## config.mk

```make
export PLATFORM = sky130hd
export DESIGN_NAME = asp_top
export DESIGN_NICKNAME = d
export VERILOG_FILES = /design/src/rtl/asp_pkg.sv /design/src/rtl/asp_sync.sv /design/src/rtl/asp_tx.sv /design/src/rtl/asp_rx.sv /design/src/rtl/asp_top.sv
export SDC_FILE = /design/constraint.sdc
export NUM_CORES = 1
export LEC_CHECK = 0
export BUFFER_PORTS_ARGS = -buffer_cell sky130_fd_sc_hd__buf_4
export CAP_MARGIN = 20
export CORE_ASPECT_RATIO = 0.5
export CORE_MARGIN = 5
export CORE_UTILIZATION = 53
export CTS_CLUSTER_DIAMETER = 120
export DETAILED_ROUTE_END_ITERATION = 6
export HOLD_SLACK_MARGIN = 0.06
export PLACE_DENSITY = 0.86
export SYNTH_ARGS = -nofsm -noshare
export SYNTH_HDL_FRONTEND = slang
export SYNTH_SLANG_ARGS = --single-unit
export TNS_END_PERCENT = 10
```

## constraint.sdc

```tcl
create_clock -name clk -period 2 [get_ports clk]
set_input_delay 0.4 -clock clk [delete_from_list [all_inputs] [get_ports clk]]
set_output_delay 0.4 -clock clk [all_outputs]
set_load 0.01 [all_outputs]
```

## src/rtl/asp_pkg.sv

```systemverilog
package asp_pkg;

  typedef enum logic [1:0] {
    S_IDLE,
    S_START,
    S_DATA,
    S_STOP
  } txst_e;

  typedef enum logic [2:0] {
    R_IDLE,
    R_START,
    R_DATA,
    R_STOP,
    R_DONE
  } rxst_e;

  // Nine-slot formats are modes 2 and 3.
  function automatic logic is_nine(input logic [1:0] m);
    return m[1];
  endfunction

  // Mode 2 lets an interrupt through only for a ninth bit of 1.
  function automatic logic irq_gate(input logic [1:0] m, input logic ninth);
    return (m != 2'd2) || ninth;
  endfunction

endpackage

```

## src/rtl/asp_sync.sv

```systemverilog
module asp_sync #(
  parameter int STAGES  = 2,
  parameter bit RST_VAL = 1'b1
) (
  input  logic clk,
  input  logic rst_ni,
  input  logic d,
  output logic q
);
  logic [STAGES-1:0] r_q;

  for (genvar i = 0; i < STAGES; i++) begin : g_stage
    if (i == 0) begin : g_first
      always_ff @(posedge clk or negedge rst_ni) begin
        if (!rst_ni) r_q[0] <= RST_VAL;
        else         r_q[0] <= d;
      end
    end else begin : g_next
      always_ff @(posedge clk or negedge rst_ni) begin
        if (!rst_ni) r_q[i] <= RST_VAL;
        else         r_q[i] <= r_q[i-1];
      end
    end
  end

  assign q = r_q[STAGES-1];
endmodule

```

## src/rtl/asp_tx.sv

```systemverilog
module asp_tx
  import asp_pkg::*;
#(
  parameter int OVS = 16,
  parameter int DW  = 8
) (
  input  logic          clk,
  input  logic          rst_ni,
  input  logic          tick,
  input  logic [1:0]    mode,
  input  logic          par_en,
  input  logic          wr,
  input  logic [DW-1:0] data,
  input  logic          bit8,
  input  logic          clr,
  output logic          txd,
  output logic          flag,
  output logic          irq
);
  localparam int CW = $clog2(OVS);
  localparam int FW = DW + 1;
  localparam int BW = $clog2(FW + 1);

  txst_e           st_q, st_n;
  logic [CW-1:0]   cnt_q, cnt_n;
  logic [BW-1:0]   bidx_q, bidx_n, last_q, last_n;
  logic [FW-1:0]   sh_q, sh_n, frame;
  logic            gate_q, gate_n;
  logic            txd_q, txd_n, flag_q, flag_n, irq_q, irq_n;
  logic            pv_q, pv_n, pb_q, pb_n;
  logic [DW-1:0]   pd_q, pd_n;
  logic            load, bit_end;

  always_comb begin
    st_n   = st_q;
    cnt_n  = cnt_q;
    bidx_n = bidx_q;
    last_n = last_q;
    sh_n   = sh_q;
    gate_n = gate_q;
    txd_n  = txd_q;
    irq_n  = 1'b0;
    flag_n = flag_q & ~clr;
    pv_n   = pv_q;
    pd_n   = pd_q;
    pb_n   = pb_q;
    load   = 1'b0;
    bit_end = tick && (cnt_q == CW'(OVS - 1));

    // Frame image of the held write, parity folded into the last slot.
    frame = {pb_q, pd_q};
    if (is_nine(mode)) begin
      if (par_en) frame[DW] = ^pd_q;
    end else begin
      frame[DW] = 1'b0;
      if (par_en) frame[DW-1] = ^pd_q[DW-2:0];
    end

    case (st_q)
      S_IDLE: load = pv_q;
      S_START: begin
        if (tick) cnt_n = bit_end ? '0 : cnt_q + 1'b1;
        if (bit_end) begin
          st_n   = S_DATA;
          txd_n  = sh_q[0];
          sh_n   = {1'b0, sh_q[FW-1:1]};
          bidx_n = '0;
        end
      end
      S_DATA: begin
        if (tick) cnt_n = bit_end ? '0 : cnt_q + 1'b1;
        if (bit_end) begin
          if (bidx_q == last_q) begin
            st_n   = S_STOP;
            txd_n  = 1'b1;
            flag_n = 1'b1;
            irq_n  = gate_q;
          end else begin
            txd_n  = sh_q[0];
            sh_n   = {1'b0, sh_q[FW-1:1]};
            bidx_n = bidx_q + 1'b1;
          end
        end
      end
      S_STOP: begin
        if (tick) cnt_n = bit_end ? '0 : cnt_q + 1'b1;
        if (bit_end) begin
          load = pv_q;
          if (!pv_q) st_n = S_IDLE;
        end
      end
      default: st_n = S_IDLE;
    endcase

    if (load) begin
      st_n   = S_START;
      txd_n  = 1'b0;
      cnt_n  = '0;
      sh_n   = frame;
      last_n = is_nine(mode) ? BW'(DW) : BW'(DW - 1);
      gate_n = irq_gate(mode, frame[DW]);
      pv_n   = 1'b0;
    end

    if (wr) begin
      pv_n = 1'b1;
      pd_n = data;
      pb_n = bit8;
    end
  end

  always_ff @(posedge clk or negedge rst_ni) begin
    if (!rst_ni) begin
      st_q   <= S_IDLE;
      cnt_q  <= '0;
      bidx_q <= '0;
      last_q <= '0;
      sh_q   <= '0;
      gate_q <= 1'b0;
      txd_q  <= 1'b1;
      flag_q <= 1'b0;
      irq_q  <= 1'b0;
      pv_q   <= 1'b0;
      pd_q   <= '0;
      pb_q   <= 1'b0;
    end else begin
      st_q   <= st_n;
      cnt_q  <= cnt_n;
      bidx_q <= bidx_n;
      last_q <= last_n;
      sh_q   <= sh_n;
      gate_q <= gate_n;
      txd_q  <= txd_n;
      flag_q <= flag_n;
      irq_q  <= irq_n;
      pv_q   <= pv_n;
      pd_q   <= pd_n;
      pb_q   <= pb_n;
    end
  end

  assign txd  = txd_q;
  assign flag = flag_q;
  assign irq  = irq_q;

  // line rests high between frames and is low through the start slot.
  p_idle_high_r2: assert property (@(posedge clk) disable iff (!rst_ni)
    (st_q == S_IDLE) |-> txd_q);
  p_start_low_r2: assert property (@(posedge clk) disable iff (!rst_ni)
    (st_q == S_START) |-> !txd_q);
  // the pulse only comes with the flag, at the start of the stop slot.
  p_irq_at_stop_r5: assert property (@(posedge clk) disable iff (!rst_ni)
    irq_q |-> (flag_q && st_q == S_STOP && txd_q));
  // a write during a frame is kept.
  p_wr_kept_r6: assert property (@(posedge clk) disable iff (!rst_ni)
    (wr && st_q != S_IDLE) |=> pv_q);
  // flag holds until cleared.
  p_flag_hold_r12: assert property (@(posedge clk) disable iff (!rst_ni)
    (flag_q && !clr) |=> flag_q);
endmodule

```

## src/rtl/asp_rx.sv

```systemverilog
module asp_rx
  import asp_pkg::*;
#(
  parameter int OVS = 16,
  parameter int DW  = 8
) (
  input  logic          clk,
  input  logic          rst_ni,
  input  logic          tick,
  input  logic [1:0]    mode,
  input  logic          par_en,
  input  logic          en,
  input  logic          line,
  input  logic          clr,
  output logic [DW-1:0] data,
  output logic          bit8,
  output logic          err,
  output logic          flag,
  output logic          irq
);
  localparam int CW   = $clog2(OVS);
  localparam int FW   = DW + 1;
  localparam int BW   = $clog2(FW + 1);
  localparam int HALF = OVS / 2 - 1;

  rxst_e         st_q, st_n;
  logic [CW-1:0] cnt_q, cnt_n;
  logic [BW-1:0] bidx_q, bidx_n, last;
  logic [FW-1:0] sh_q, sh_n, word;
  logic          prev_q, sbad_q, sbad_n;
  logic [DW-1:0] data_q, data_n;
  logic          b8_q, b8_n, err_q, err_n, flag_q, flag_n, irq_q, irq_n;
  logic          bit_end, half_end, perr, busy;

  always_comb begin
    st_n   = st_q;
    cnt_n  = cnt_q;
    bidx_n = bidx_q;
    sh_n   = sh_q;
    sbad_n = sbad_q;
    data_n = data_q;
    b8_n   = b8_q;
    err_n  = err_q & ~clr;
    flag_n = flag_q & ~clr;
    irq_n  = 1'b0;

    last     = is_nine(mode) ? BW'(DW) : BW'(DW - 1);
    bit_end  = tick && (cnt_q == CW'(OVS - 1));
    half_end = tick && (cnt_q == CW'(HALF));
    word     = is_nine(mode) ? sh_q : {1'b0, sh_q[FW-1:1]};
    perr     = par_en && (^word);
    busy     = (st_q == R_START) || (st_q == R_DATA) || (st_q == R_STOP);

    case (st_q)
      R_IDLE: begin
        cnt_n = '0;
        if (en && prev_q && !line) st_n = R_START;
      end
      R_START: begin
        if (tick) cnt_n = cnt_q + 1'b1;
        if (half_end) begin
          if (line) begin
            st_n = R_IDLE;
          end else begin
            st_n   = R_DATA;
            cnt_n  = '0;
            bidx_n = '0;
          end
        end
      end
      R_DATA: begin
        if (tick) cnt_n = bit_end ? '0 : cnt_q + 1'b1;
        if (bit_end) begin
          sh_n = {line, sh_q[FW-1:1]};
          if (bidx_q == last) st_n = R_STOP;
          else                bidx_n = bidx_q + 1'b1;
        end
      end
      R_STOP: begin
        if (tick) cnt_n = bit_end ? '0 : cnt_q + 1'b1;
        if (bit_end) begin
          sbad_n = !line;
          irq_n  = irq_gate(mode, word[DW]);
          st_n   = R_DONE;
        end
      end
      R_DONE: begin
        st_n   = R_IDLE;
        flag_n = 1'b1;
        data_n = word[DW-1:0];
        b8_n   = word[DW];
        err_n  = err_n | perr | sbad_q;
      end
      default: st_n = R_IDLE;
    endcase

    if (!en && busy) begin
      st_n  = R_IDLE;
      irq_n = 1'b0;
    end
  end

  always_ff @(posedge clk or negedge rst_ni) begin
    if (!rst_ni) begin
      st_q   <= R_IDLE;
      cnt_q  <= '0;
      bidx_q <= '0;
      sh_q   <= '0;
      prev_q <= 1'b1;
      sbad_q <= 1'b0;
      data_q <= '0;
      b8_q   <= 1'b0;
      err_q  <= 1'b0;
      flag_q <= 1'b0;
      irq_q  <= 1'b0;
    end else begin
      st_q   <= st_n;
      cnt_q  <= cnt_n;
      bidx_q <= bidx_n;
      sh_q   <= sh_n;
      prev_q <= line;
      sbad_q <= sbad_n;
      data_q <= data_n;
      b8_q   <= b8_n;
      err_q  <= err_n;
      flag_q <= flag_n;
      irq_q  <= irq_n;
    end
  end

  assign data = data_q;
  assign bit8 = b8_q;
  assign err  = err_q;
  assign flag = flag_q;
  assign irq  = irq_q;

  // the pulse is followed by the flag one cycle later.
  p_irq_then_flag_r8: assert property (@(posedge clk) disable iff (!rst_ni)
    irq_q |=> flag_q);
  // a live frame is dropped when receive is disabled.
  p_abort_r11: assert property (@(posedge clk) disable iff (!rst_ni)
    (!en && (st_q == R_START || st_q == R_DATA || st_q == R_STOP)) |=> (st_q == R_IDLE));
  // no frame starts while disabled.
  p_no_start_r11: assert property (@(posedge clk) disable iff (!rst_ni)
    (!en && st_q == R_IDLE) |=> (st_q == R_IDLE));
  // flag and error hold until cleared.
  p_flag_hold_r12: assert property (@(posedge clk) disable iff (!rst_ni)
    (flag_q && !clr) |=> flag_q);
  p_err_sticky_r9: assert property (@(posedge clk) disable iff (!rst_ni)
    (err_q && !clr) |=> err_q);
endmodule

```

## src/rtl/asp_top.sv

```systemverilog
module asp_top #(
  parameter int OVS    = 16,
  parameter int DW     = 8,
  parameter int SYNC_N = 2
) (
  input  logic          clk,
  input  logic          rst_n,
  input  logic          os_tick,
  input  logic [1:0]    mode,
  input  logic          par_en,
  input  logic          rx_en,
  input  logic          tx_wr,
  input  logic [DW-1:0] tx_data,
  input  logic          tx_bit8,
  input  logic          clr_tx,
  input  logic          clr_rx,
  input  logic          rxd,
  output logic          txd,
  output logic [DW-1:0] rx_data,
  output logic          rx_bit8,
  output logic          rx_err,
  output logic          tx_flag,
  output logic          rx_flag,
  output logic          tx_int,
  output logic          rx_int
);
  logic rst_sn;
  logic rxd_s;

  // Reset asserts at once and is released on a clock edge.
  asp_sync #(.STAGES(2), .RST_VAL(1'b0)) u_rst_sync (
    .clk   (clk),
    .rst_ni(rst_n),
    .d     (1'b1),
    .q     (rst_sn)
  );

  asp_sync #(.STAGES(SYNC_N), .RST_VAL(1'b1)) u_rxd_sync (
    .clk   (clk),
    .rst_ni(rst_sn),
    .d     (rxd),
    .q     (rxd_s)
  );

  asp_tx #(.OVS(OVS), .DW(DW)) u_tx (
    .clk   (clk),
    .rst_ni(rst_sn),
    .tick  (os_tick),
    .mode  (mode),
    .par_en(par_en),
    .wr    (tx_wr),
    .data  (tx_data),
    .bit8  (tx_bit8),
    .clr   (clr_tx),
    .txd   (txd),
    .flag  (tx_flag),
    .irq   (tx_int)
  );

  asp_rx #(.OVS(OVS), .DW(DW)) u_rx (
    .clk   (clk),
    .rst_ni(rst_sn),
    .tick  (os_tick),
    .mode  (mode),
    .par_en(par_en),
    .en    (rx_en),
    .line  (rxd_s),
    .clr   (clr_rx),
    .data  (rx_data),
    .bit8  (rx_bit8),
    .err   (rx_err),
    .flag  (rx_flag),
    .irq   (rx_int)
  );

  // transmit pulse never appears without the flag.
  p_txint_flag_r5: assert property (@(posedge clk) disable iff (!rst_sn)
    tx_int |-> tx_flag);
  // nothing pending in the first cycle out of reset.
  p_quiet_after_reset_r1: assert property (@(posedge clk) disable iff (!rst_n)
    $rose(rst_sn) |-> (!tx_int && !rx_int && txd));
endmodule

```

# Yosys cells after proc, flatten, opt, wreduce, memory -nomap -nowiden

Index checks and enable logic that the tools add are counted.

Register bits: 75
Input bits: 20
Output and inout port bits: 15

Add/sub/neg operators: 4
Equal/unequal tests: 32
Muxes and demuxes: 65
Bitwise gates (word level): 7
Reductions and logical operators: 38

Operator list:

| operator                                       | count |
|---|---|
| 2-to-1 mux 4 bit                               | 17 |
| 2-to-1 mux 9 bit                               | 5 |
| 2-to-1 mux 1 bit                               | 22 |
| 2-to-1 mux 3 bit                               | 6 |
| case mux 9 bit (2 select lines)                | 1 |
| adder 4 x 1 -> 4 bit (second input constant)   | 4 |
| case mux 4 bit (2 select lines)                | 2 |
| != test 3 x 1 -> 1 bit (second input constant) | 5 |
| 2-to-1 mux 2 bit                               | 7 |
| != test 3 x 2 -> 1 bit (second input constant) | 4 |
| case mux 3 bit (4 select lines)                | 1 |
| case mux 4 bit (3 select lines)                | 1 |
| != test 2 x 1 -> 1 bit (second input constant) | 5 |
| AND reduction 5 bit                            | 2 |
| nonzero test 2 bit                             | 5 |
| XOR reduction 9 bit                            | 1 |
| == test 4 bit                                  | 2 |
| == test 4 bit (second input constant)          | 2 |
| != test 2 bit (second input constant)          | 4 |
| AND reduction 2 bit                            | 4 |
| AND reduction 4 bit                            | 2 |
| XOR reduction 8 bit                            | 1 |
| logical AND 1 bit                              | 7 |
| XOR reduction 7 bit                            | 1 |
| 22 further kinds                               | 35 |

# Longest topological paths before layout

Gate-level depths: netlist of the first run.

Word-level depth: 6
Mapped depth: 9
Mapped depth without buffers: 8

# By module

A second synthesis of the first run with hierarchy kept.

Cells, all modules: 344
Area, all modules: 3,648.5 um^2

Modules (own cells, without submodules):

| module                 | instances | cells an instance | area an instance (um^2) | sequential area each (um^2) |
|---|---|---|---|---|
| asp_tx                 | 1         | 177               | 1,814.2                 | 877.1 |
| asp_rx                 | 1         | 162               | 1,727.9                 | 852.1 |
| asp_sync at u_rxd_sync | 1         | 2                 | 52.6                    | 52.6 |
| asp_sync at u_rst_sync | 1         | 2                 | 50.0                    | 50.0 |
| asp_top                | 1         | 1                 | 3.8                     | 0.0 |

# Worst setup path before layout of the first run

No wires, ideal clock.

Kind: in2reg
From: in mode[1]
To: reg u_rx.st_q[0]
Library setup time: 0.076 ns
Arrival time: 1.845 ns
Data required time: 1.924 ns
Setup slack: 0.079 ns
Cell stages on the path: 7
Buffers on the path: 1
Cell sequence: buf_2 or4b_1 o22a_1 o22ai_1 a21oi_1 or3b_1 o21ai_1

Word-level cells in the longest chain between the ends: 4

Ends and longest elaborated chain:

| item                          | line          | text |
|---|---|---|
| start, declared               | asp_top.sv:9  | `input logic [1:0] mode,` |
| 2-to-1 mux 4 bit              | asp_rx.sv:47  | `last = is_nine(mode) ? BW'(DW) : BW'(DW - 1);` |
| == test 4 bit                 | asp_rx.sv:75  | `if (bidx_q == last) st_n = R_STOP;` |
| != test 3 bit (no line)       | n/a           |  |
| AND reduction 5 bit (no line) | n/a           |  |
| end signal, assigned          | asp_rx.sv:117 | `st_q <= st_n;` |
| end, declared                 | asp_rx.sv:26  | `rxst_e st_q, st_n;` |

Every way passes these cells.
A chain may end at the register's enable or synchronous reset.

# Worst setup path in the final report of the first run

From: reg u_rx.bidx_q[2]
To: reg u_rx.st_q[0]

Word-level cells in the longest chain between the ends: 3

Ends and longest elaborated chain:

| item                          | line          | text |
|---|---|---|
| start, declared               | asp_rx.sv:28  | `logic [BW-1:0] bidx_q, bidx_n, last;` |
| start signal, assigned        | asp_rx.sv:119 | `bidx_q <= bidx_n;` |
| == test 4 bit                 | asp_rx.sv:75  |  |
| != test 3 bit (no line)       | n/a           |  |
| AND reduction 5 bit (no line) | n/a           |  |

Every way passes these cells.

==> results of run 1 <==
## registers in the layout (all words and copies together), names as in the netlist, 2 cells and up
signal / cells
u_rx.sh_q: 9
u_tx.pd_q: 8
u_tx.cnt_q: 4
u_tx.st_q: 2
u_tx.sh_q: 9
u_rx.st_q: 3
u_tx.bidx_q: 4
u_rx.data: 8
u_rx.bidx_q: 4
u_rx.cnt_q: 4
u_tx.last_q: 2
## kinds of logic (layout without fill, tap and decap cells)
group                      Yosys count  after routing  share of synthesized area
xor gates and xnor gates            17             17                     0.0417
buffers and inverters               26             80                     0.0347
muxes                               26             26                     0.0791
DFF                                 73             73                      0.512
AOI/OAI and AO/OA                   84             84                      0.160
and+or+nand+nor                    100            100                      0.140
adders and majority gates            9              9                     0.0315
other                                1              1                    0.00105
## power breakdown
group / leakage, uW / switching [uW] / total (uW) / internal [uW]
clock network: 0.000139 / 565 / 1470 / 901
registers: 0.000894 / 178 / 1880 / 1700
logic: 0.000980 / 725 / 1280 / 551
total: 0.00201 / 1470 / 4620 / 3150
## metrics by stage
stage | hold slack [ns] | total power [uW] | utilization | setup WS, ns
global placement | 0.183 | 3010 | 0.605 | 0.0689
finish | 0.182 | 4620 | 0.657 | 0.00993
detailed placement | 0.184 | 3110 | 0.605 | -0.0205
global route | 0.163 | 4890 | 0.657 | -0.0624
floorplan | 0.104 | 2750 | - | 0.0787
CTS | 0.170 | 4610 | 0.652 | 0.0128
## routing by layer
metal,track usage,vias up
li1,-,1289
met1,0.240,1406
met2,0.353,89
met3,0.0522,20
met4,0.0802,0
met5,0,-
## synth_stat cells, types with 2 or more instances
library cell / number / area share
buf_2: 5 / 0.0070
nor2_1: 15 / 0.016
a22oi_1: 8 / 0.017
a22o_1: 6 / 0.015
a21o_1: 3 / 0.0063
ha_1: 9 / 0.032
nand2_1: 40 / 0.042
and2_1: 2 / 0.0035
mux2_2: 18 / 0.057
nor3_1: 6 / 0.0084
mux2i_1: 8 / 0.022
dfrtp_1: 69 / 0.48
dfstp_2: 4 / 0.029
o31ai_1: 3 / 0.0063
o22a_1: 2 / 0.0049
inv_1: 13 / 0.014
a31oi_1: 2 / 0.0035
nand4_1: 4 / 0.0070
clkbuf_1: 6 / 0.0063
xor2_1: 3 / 0.0074
o21ai_0: 36 / 0.050
nand3_1: 9 / 0.013
nand2b_1: 3 / 0.0053
and3_1: 3 / 0.0053
clkbuf_8: 2 / 0.0077
a21oi_1: 8 / 0.011
nor2b_1: 2 / 0.0035
or3_1: 2 / 0.0035
xnor2_1: 14 / 0.034
o22ai_1: 2 / 0.0035
## cell type report
class,instances,area [sq um],area share
clock buffer,13,260,0.0598
clock inverter,3,15.0,0.00345
inverter,13,48.8,0.0112
multi-input combinational,237,1670,0.383
sequential,73,1830,0.421
tap,92,115,0.0265
timing repair buffer,51,410,0.0943
## worst paths after layout
| path | to | start | cells past startpoint | slack, ns |
|---|---|---|---|---|
| max reg2reg | u_rx.st_q[0] | u_rx.bidx_q[2] | 6 | 0.01 |
| min in group asynchronous | u_rx.sh_q[3] | u_rst_sync.q | 1 | 0.28 |
| max | u_rx.st_q[0] | u_rx.bidx_q[2] | 6 | 0.01 |
| min reg2reg | u_rx.sh_q[3] | u_rst_sync.q | 1 | 0.28 |
| max in group asynchronous | u_tx.txd | u_rst_sync.q | 1 | 1.39 |
| min | u_rxd_sync.r_q[0] | rxd | 1 | 0.18 |
## timing repair
action	in CTS	in global routing
hold buffers	1	0
gates resized for setup	2	9
pin swaps	4	3
setup buffers	2	0
setup endpoints to repair	1	18
hold endpoints to repair	2	0
## critical path, stage by stage, from the launching register on
cell	delay [ns]
dfrtp_1	0.38
or4b_1	0.52
o22a_1	0.25
o22ai_2	0.12
a21oi_2	0.10
or3b_1	0.37
o21ai_1	0.16
==> flow_summary.ini, run 1 <==
[outcome]
status = finished, final reports clean

[sta]
rsz0062_at_grt = true
setup_viol = 0
final_max_slew_viol_count = 0
hold_violations = 0
relSlewSlack = 0.617
tightest_slew_ns = 0.573
period_needed_ns = 1.99
fmax_mhz = 502
setup_tns_ns = 0
fin_crit_sh = 0.995
skew_ns = 0.00591

[placement]
routabilityCongestion = 0.842
dp_hpwl_microns = 5410
io_buffers = 34
dp.cells = 463
dpl-instance-area_sq_um = 4010

[clock_tree]
clock_sinks = 73
clk_pin_slew_worst_paths_ns = 0.06
ctsRootBufferMaster = clkbuf_16
clk-insertion-delay-late_ns = 0.33
cts_buffer_depth = 2
cts_tree = done
cts_buffers = 9
h-tree-depth = 3

[critical_path]
critical_path_class = flip-flop to flip-flop
arrival_ns = 2.24
crit_path_start_kind = flip-flop
critPathRequiredTime_ns = 2.25
endpoint_kind = flip-flop
path_max_fanout = 3

[pwr]
p_leak_uw = 0.00201
power.density_nw_per_um2 = 1060
ir_drop_uv = 461

[route]
drt-met1-wl_microns = 3430
drt_first_iter_violations = 294
ant_nets = 0
vias = 2804
routed_wl_microns = 8110
route.met3.wl_microns = 345
avgViaCountPerCell = 5.82
wl_met2_microns = 4180
wl_per_cell_microns = 16.8
drt_pass1_iterations = 4
remaining_drc_errors = 0
highest_layer = met4

[die]
core_area_sq_um = 6620
num_io_pins = 35
die-width_microns = 126
die_height_microns = 68.1
initial_core_util = 0.540
rows = 21
die_area_sq_um = 8590

[grt]
antenna_found_initial = 0
grt_overflow = 0
grt_pass1_vias = 2827
gr-usage-all-layers = 0.199
grt_pass1_wl_microns = 13500
grt_start_max_net_pins = 72

[cells_and_area]
layout_common_cells = dfrtp_1, buf_4, nand2_1, o21ai_0, mux2_2
drive_above_1_share = 0.277
syn_to_final_growth_pct = 21.7
final_area_sq_um = 4350
stdcell_count = 482
n_antenna_cell = 0
nets = 414
final_common_cell = dfrtp_1
fillerInstances = 483

[synth]
synth_ff_type = dfrtp_1
synth-edff-count = 0
synth-seq-cells = 73
synth_area_sq_um = 3570
async_reset_ff_frac = 1.00
synth_area_per_cell_sq_um = 10.6
syn_inst = 336
yosysSeqAreaShare = 0.512
yosys.cell_types.count = 59
yosysWarnings = 0
synthesis.nets = 365

[worst_hold_path]
hp-class = input port to flip-flop

[flow_run]
maxCapViolations = 0
Note: power is estimated with default switching activity, not from simulation.
==> run 2, diff against run 1 <==
- CORE_ASPECT_RATIO: 0.5 -> not set
==> run 2 against run 1 <==
  * Register-to-register slack hardly changed
  * Total power is 4.5% lower
  * Clock power is 18% lower
  * Highest routed layer unchanged
==> flow_summary.ini, run 2 (same netlist as run 1, synthesis figures left out) <==
[outcome]
status = finished, final reports clean

[cells_and_area]
n_antenna_cell = 0
final_common_cell = dfrtp_1
largest_registers = u_rx.sh_q: 9 flops, u_tx.sh_q: 9 flops
nets = 423
final_area_sq_um = 4340
multiInputGateArea_sq_um = 1680
drive_above_1_share = 0.303
fillerInstances = 480
syn_to_final_growth_pct = 21.4
regArea_sq_um = 1830
layout_common_cells = dfrtp_1, buf_4, nand2_1, o21ai_0, mux2_2
stdcell_count = 479
fin_util = 0.649

[critical_path]
r2r-start = u_rx.bidx_q[0]
crit_start = u_rx.bidx_q[0]
worstReg2RegEnd = u_rx.bidx_q[2]
path_max_fanout = 4
reg2reg_slack_ns = 0.01
reg2regPathDepth = 6
critical_path_class = flip-flop to flip-flop
endpoint_kind = flip-flop
arrival_ns = 2.26
critPathRequiredTime_ns = 2.28
crit_path_start_kind = flip-flop

[sta]
setup_viol = 0
tightest_slew_ns = 0.586
final_max_slew_viol_count = 0
skew_ns = 0.00748
fmax_mhz = 503
rsz0062_at_grt = true
relSlewSlack = 0.608
fin_crit_sh = 0.993
hold_violations = 0
period_needed_ns = 1.99

[grt]
gr-usage-all-layers = 0.191
grt_overflow = 0
grt_start_max_net_pins = 43
grt_pass1_wl_microns = 13000
antenna_found_initial = 0
grt_pass1_vias = 2784

[worst_hold_path]
hold_end = u_rxd_sync.r_q[0]
hp-class = input port to flip-flop
hold_depth = 1
hold_start = rxd

[placement]
io_buffers = 34
dp_hpwl_microns = 5240
routabilityCongestion = 0.822
dp.cells = 455
dpl-instance-area_sq_um = 4010

[clock_tree]
cts_tree = done
clock_sinks = 73
cts_buffer_depth = 2
cts_buffers = 9
clk_pin_slew_worst_paths_ns = 0.08
clk-insertion-delay-late_ns = 0.35
h-tree-depth = 3
ctsRootBufferMaster = clkbuf_8

[die]
core_area_sq_um = 6680
die_area_sq_um = 8490
die_height_microns = 92.1
num_io_pins = 35
die-width_microns = 92.1
rows = 30
initial_core_util = 0.535

[route]
remaining_drc_errors = 0
avgViaCountPerCell = 5.81
vias = 2784
ant_nets = 0
drt_first_iter_violations = 190
routed_wl_microns = 7740
drt_pass1_iterations = 4
wl_per_cell_microns = 16.2

[pwr]
p_total_uw = 4410
p_leak_uw = 0.00202
ir_drop_uv = 742
power.density_nw_per_um2 = 1020

[flow_run]
maxCapViolations = 0
run 2: power breakdown:
| part | switching [uW] | internal, uW |
|---|---|---|
| combinational | 725 | 613 |
| clock | 552 | 645 |
| sequential | 179 | 1700 |
| total | 1460 | 2950 |
run 2: worst max-delay path by stage:
stage | endpoint | slack, ns | depth (start not counted)
2_1_floorplan | u_rx.st_q[0] | 0.08 | 7
3_3_place_gp | u_rx.st_q[0] | 0.07 | 7
3_5_place_dp | u_tx.sh_q[4] | -0.02 | 7
4_1_cts | u_tx.sh_q[7] | 0.005 | 8
5_1_grt | u_rx.bidx_q[2] | -0.1 | 6
6_report | u_rx.bidx_q[2] | 0.01 | 6
run 2: routing by layer:
layer,track usage,vias up,share of wire
met5,0,-,0
met4,0.0755,0,0.022
met3,0.0459,19,0.042
met2,0.324,75,0.51
met1,0.234,1378,0.42
li1,-,1312,-
run 2: timing repair:
action / 4_1_cts / 5_1_grt
buffers inserted: 0 / 7
setup endpoints to repair: 6 / 20
pin swaps: 0 / 7
resized for setup: 2 / 15
hold endpoints to repair: 2 / 0
hold buffers: 1 / 0
run 2: per-stage QoR:
step / TNS [ns] / setup WS (ns) / hold WS, ns
6_report: 0 / 0.0132 / 0.151
5_1_grt: -0.286 / -0.0961 / 0.139
4_1_cts: 0 / 0.00509 / 0.145
3_5_place_dp: -0.0224 / -0.0224 / 0.187
3_3_place_gp: 0 / 0.0713 / 0.183
2_1_floorplan: 0 / 0.0787 / 0.104
run 2: area by class of cell:
cell class,instances,share of cell area
Timing Repair Buffer,60,0.108
Sequential cell,73,0.423
Multi-Input combinational cell,237,0.387
Clock inverter,4,0.0118
Tap cell,80,0.0231
Clock buffer,12,0.0358
Inverter,13,0.0112
run 2: worst max-delay path, stage by stage, from the launching register on:
cell       delay, ns
dfrtp_1         0.43
or4b_4          0.52
o22a_1          0.25
a31oi_1         0.32
nor2_1          0.14
o31ai_1         0.10
o2bb2ai_1       0.15
==> run 3, diff against run 2 <==
- CORE_ASPECT_RATIO: not set -> 1.25
==> run 3 against run 2 <==
  * Combinational power hardly changed
  * Sequential share of layout area is 0.18 points higher
  * Clock skew is 0.0015 ns lower
  * Fmax is 2.0% higher
  * Final cell count is 0.84% higher
  * Total power is 0.41% higher
  * Routed wire length is 1.6% higher
  * Die area is 0.12% higher
  * First-iteration DRC count is 4.7% lower
  * Hold slack better by 0.0065 ns
  * Critical endpoint is now u_rx.st_q[0]
==> flow_summary.ini, run 3 (same netlist as run 1, synthesis figures left out) <==
[critical_path]
critical_path_class = flip-flop to flip-flop
critPathRequiredTime_ns = 2.28
crit_path_start_kind = flip-flop
r2r-start = u_rx.bidx_q[0]
path_max_fanout = 3
endpoint_kind = flip-flop
worstReg2RegEnd = u_rx.st_q[0]
arrival_ns = 2.23
reg2reg_slack_ns = 0.05
reg2regPathDepth = 6

[clock_tree]
cts_tree = done
h-tree-depth = 3
cts_buffers = 9
clock_sinks = 73
cts_buffer_depth = 2
clk_pin_slew_worst_paths_ns = 0.08
clk-insertion-delay-late_ns = 0.35
ctsRootBufferMaster = clkbuf_8

[route]
ant_nets = 0
drt_first_iter_violations = 181
routed_wl_microns = 7860
drt_pass1_iterations = 4
vias = 2797
wl_per_cell_microns = 16.3
remaining_drc_errors = 0
avgViaCountPerCell = 5.79

[pwr]
netSwitchingPower_uw = 1480
p_total_uw = 4430
ir_drop_uv = 704
power.density_nw_per_um2 = 1020
swShare = 0.335
seq_power_share = 0.423
p_leak_uw = 0.00201
internal-power_uw = 2950
p_clk_frac = 0.267
combPwrFrac = 0.310

[cells_and_area]
final_common_cell = dfrtp_1
syn_to_final_growth_pct = 21.0
largest_registers = u_rx.sh_q: 9 flops, u_tx.sh_q: 9 flops
drive_above_1_share = 0.308
multiInputGateArea_sq_um = 1700
layout_common_cells = dfrtp_1, buf_4, nand2_1, o21ai_0, mux2_2
nets = 420
regArea_sq_um = 1840
n_antenna_cell = 0
final_area_sq_um = 4320
fillerInstances = 459
stdcell_count = 483

[grt]
grt_pass1_vias = 2833
use_met2 = 0.338
grt_overflow = 0
antenna_found_initial = 0
grt_use_met3 = 0.0306
grt_start_max_net_pins = 37
gr-usage-met1 = 0.235
grt_pass1_wl_microns = 13200
busiest_layer = met2
gr-usage-all-layers = 0.193

[sta]
hold_violations = 0
relSlewSlack = 0.610
fmax_mhz = 513
setup_tns_ns = 0
fin_crit_sh = 0.974
period_needed_ns = 1.95
tightest_slew_ns = 0.583
hold_slack_ns = 0.158
skew_ns = 0.00598
rsz0062_at_grt = true
final_max_slew_viol_count = 0
setup_viol = 0

[flow_run]
maxCapViolations = 0

[die]
initial_core_util = 0.545
core_area_sq_um = 6570
die_area_sq_um = 8500
die_height_microns = 102
num_io_pins = 35
die-width_microns = 83.5
rows = 33

[outcome]
status = finished, final reports clean

[worst_hold_path]
hp-class = input port to flip-flop
hold_end = u_rxd_sync.r_q[0]
hold_depth = 1
hold_start = rxd

[placement]
dpl-instance-area_sq_um = 4000
dp.cells = 461
dp_hpwl_microns = 5450
io_buffers = 34
routabilityCongestion = 0.888
run 3: timing repair:
item,in CTS,in global routing
hold buffers,1,0
buffers inserted,1,3
setup endpoints to repair,3,18
pin swaps,1,2
gates resized for setup,2,17
gates cloned,0,1
hold endpoints to repair,2,0
run 3: cell type report:
class	count	area share
timing repair buffer	56	0.0978
sequential	73	0.424
tap	87	0.0252
multi-input combinational	238	0.394
clock inverter	5	0.0124
clock buffer	11	0.0350
inverter	13	0.0113
run 3: per-layer routing:
metal	routed length, microns	part of all wire
met1	3260	0.41
met2	4070	0.52
met3	318	0.040
met4	218	0.028
met5	0	0
run 3: how the worst max path moves through the flow:
stage | start | to | slack (ns) | cells past startpoint
after floorplan | mode[1] | u_rx.st_q[0] | 0.08 | 7
after global placement | mode[1] | u_rx.st_q[0] | 0.07 | 7
after detailed placement | u_tx.cnt_q[0] | u_tx.sh_q[2] | -0.03 | 7
after CTS | u_tx.cnt_q[0] | u_tx.sh_q[7] | -0.03 | 9
after global routing | u_rx.bidx_q[0] | u_rx.st_q[0] | -0.03 | 6
final | u_rx.bidx_q[0] | u_rx.st_q[0] | 0.05 | 6
run 3: power by group through the flow:
stage	Combinational [uW]	Sequential, uW	Clock (uW)
after CTS	1250	1870	1210
after detailed placement	1230	1890	0
after global routing	1510	1900	1280
after global placement	1160	1880	0
after floorplan	880	1870	0
final	1370	1870	1180
run 3: metrics by stage:
stage	worst slack, ns	util
after floorplan	0.0787	-
after detailed placement	-0.0307	0.609
final	0.0521	0.659
after global placement	0.0672	0.609
after CTS	-0.0336	0.643
after global routing	-0.0337	0.659
run 3: worst max-delay path, cell delays in order (launching register included):
cell and delay, ns:
dfrtp_1 0.39, or4b_1 0.53, o22a_1 0.27, o22ai_2 0.13, a21oi_2 0.08, or3b_1 0.37, o21ai_1 0.11
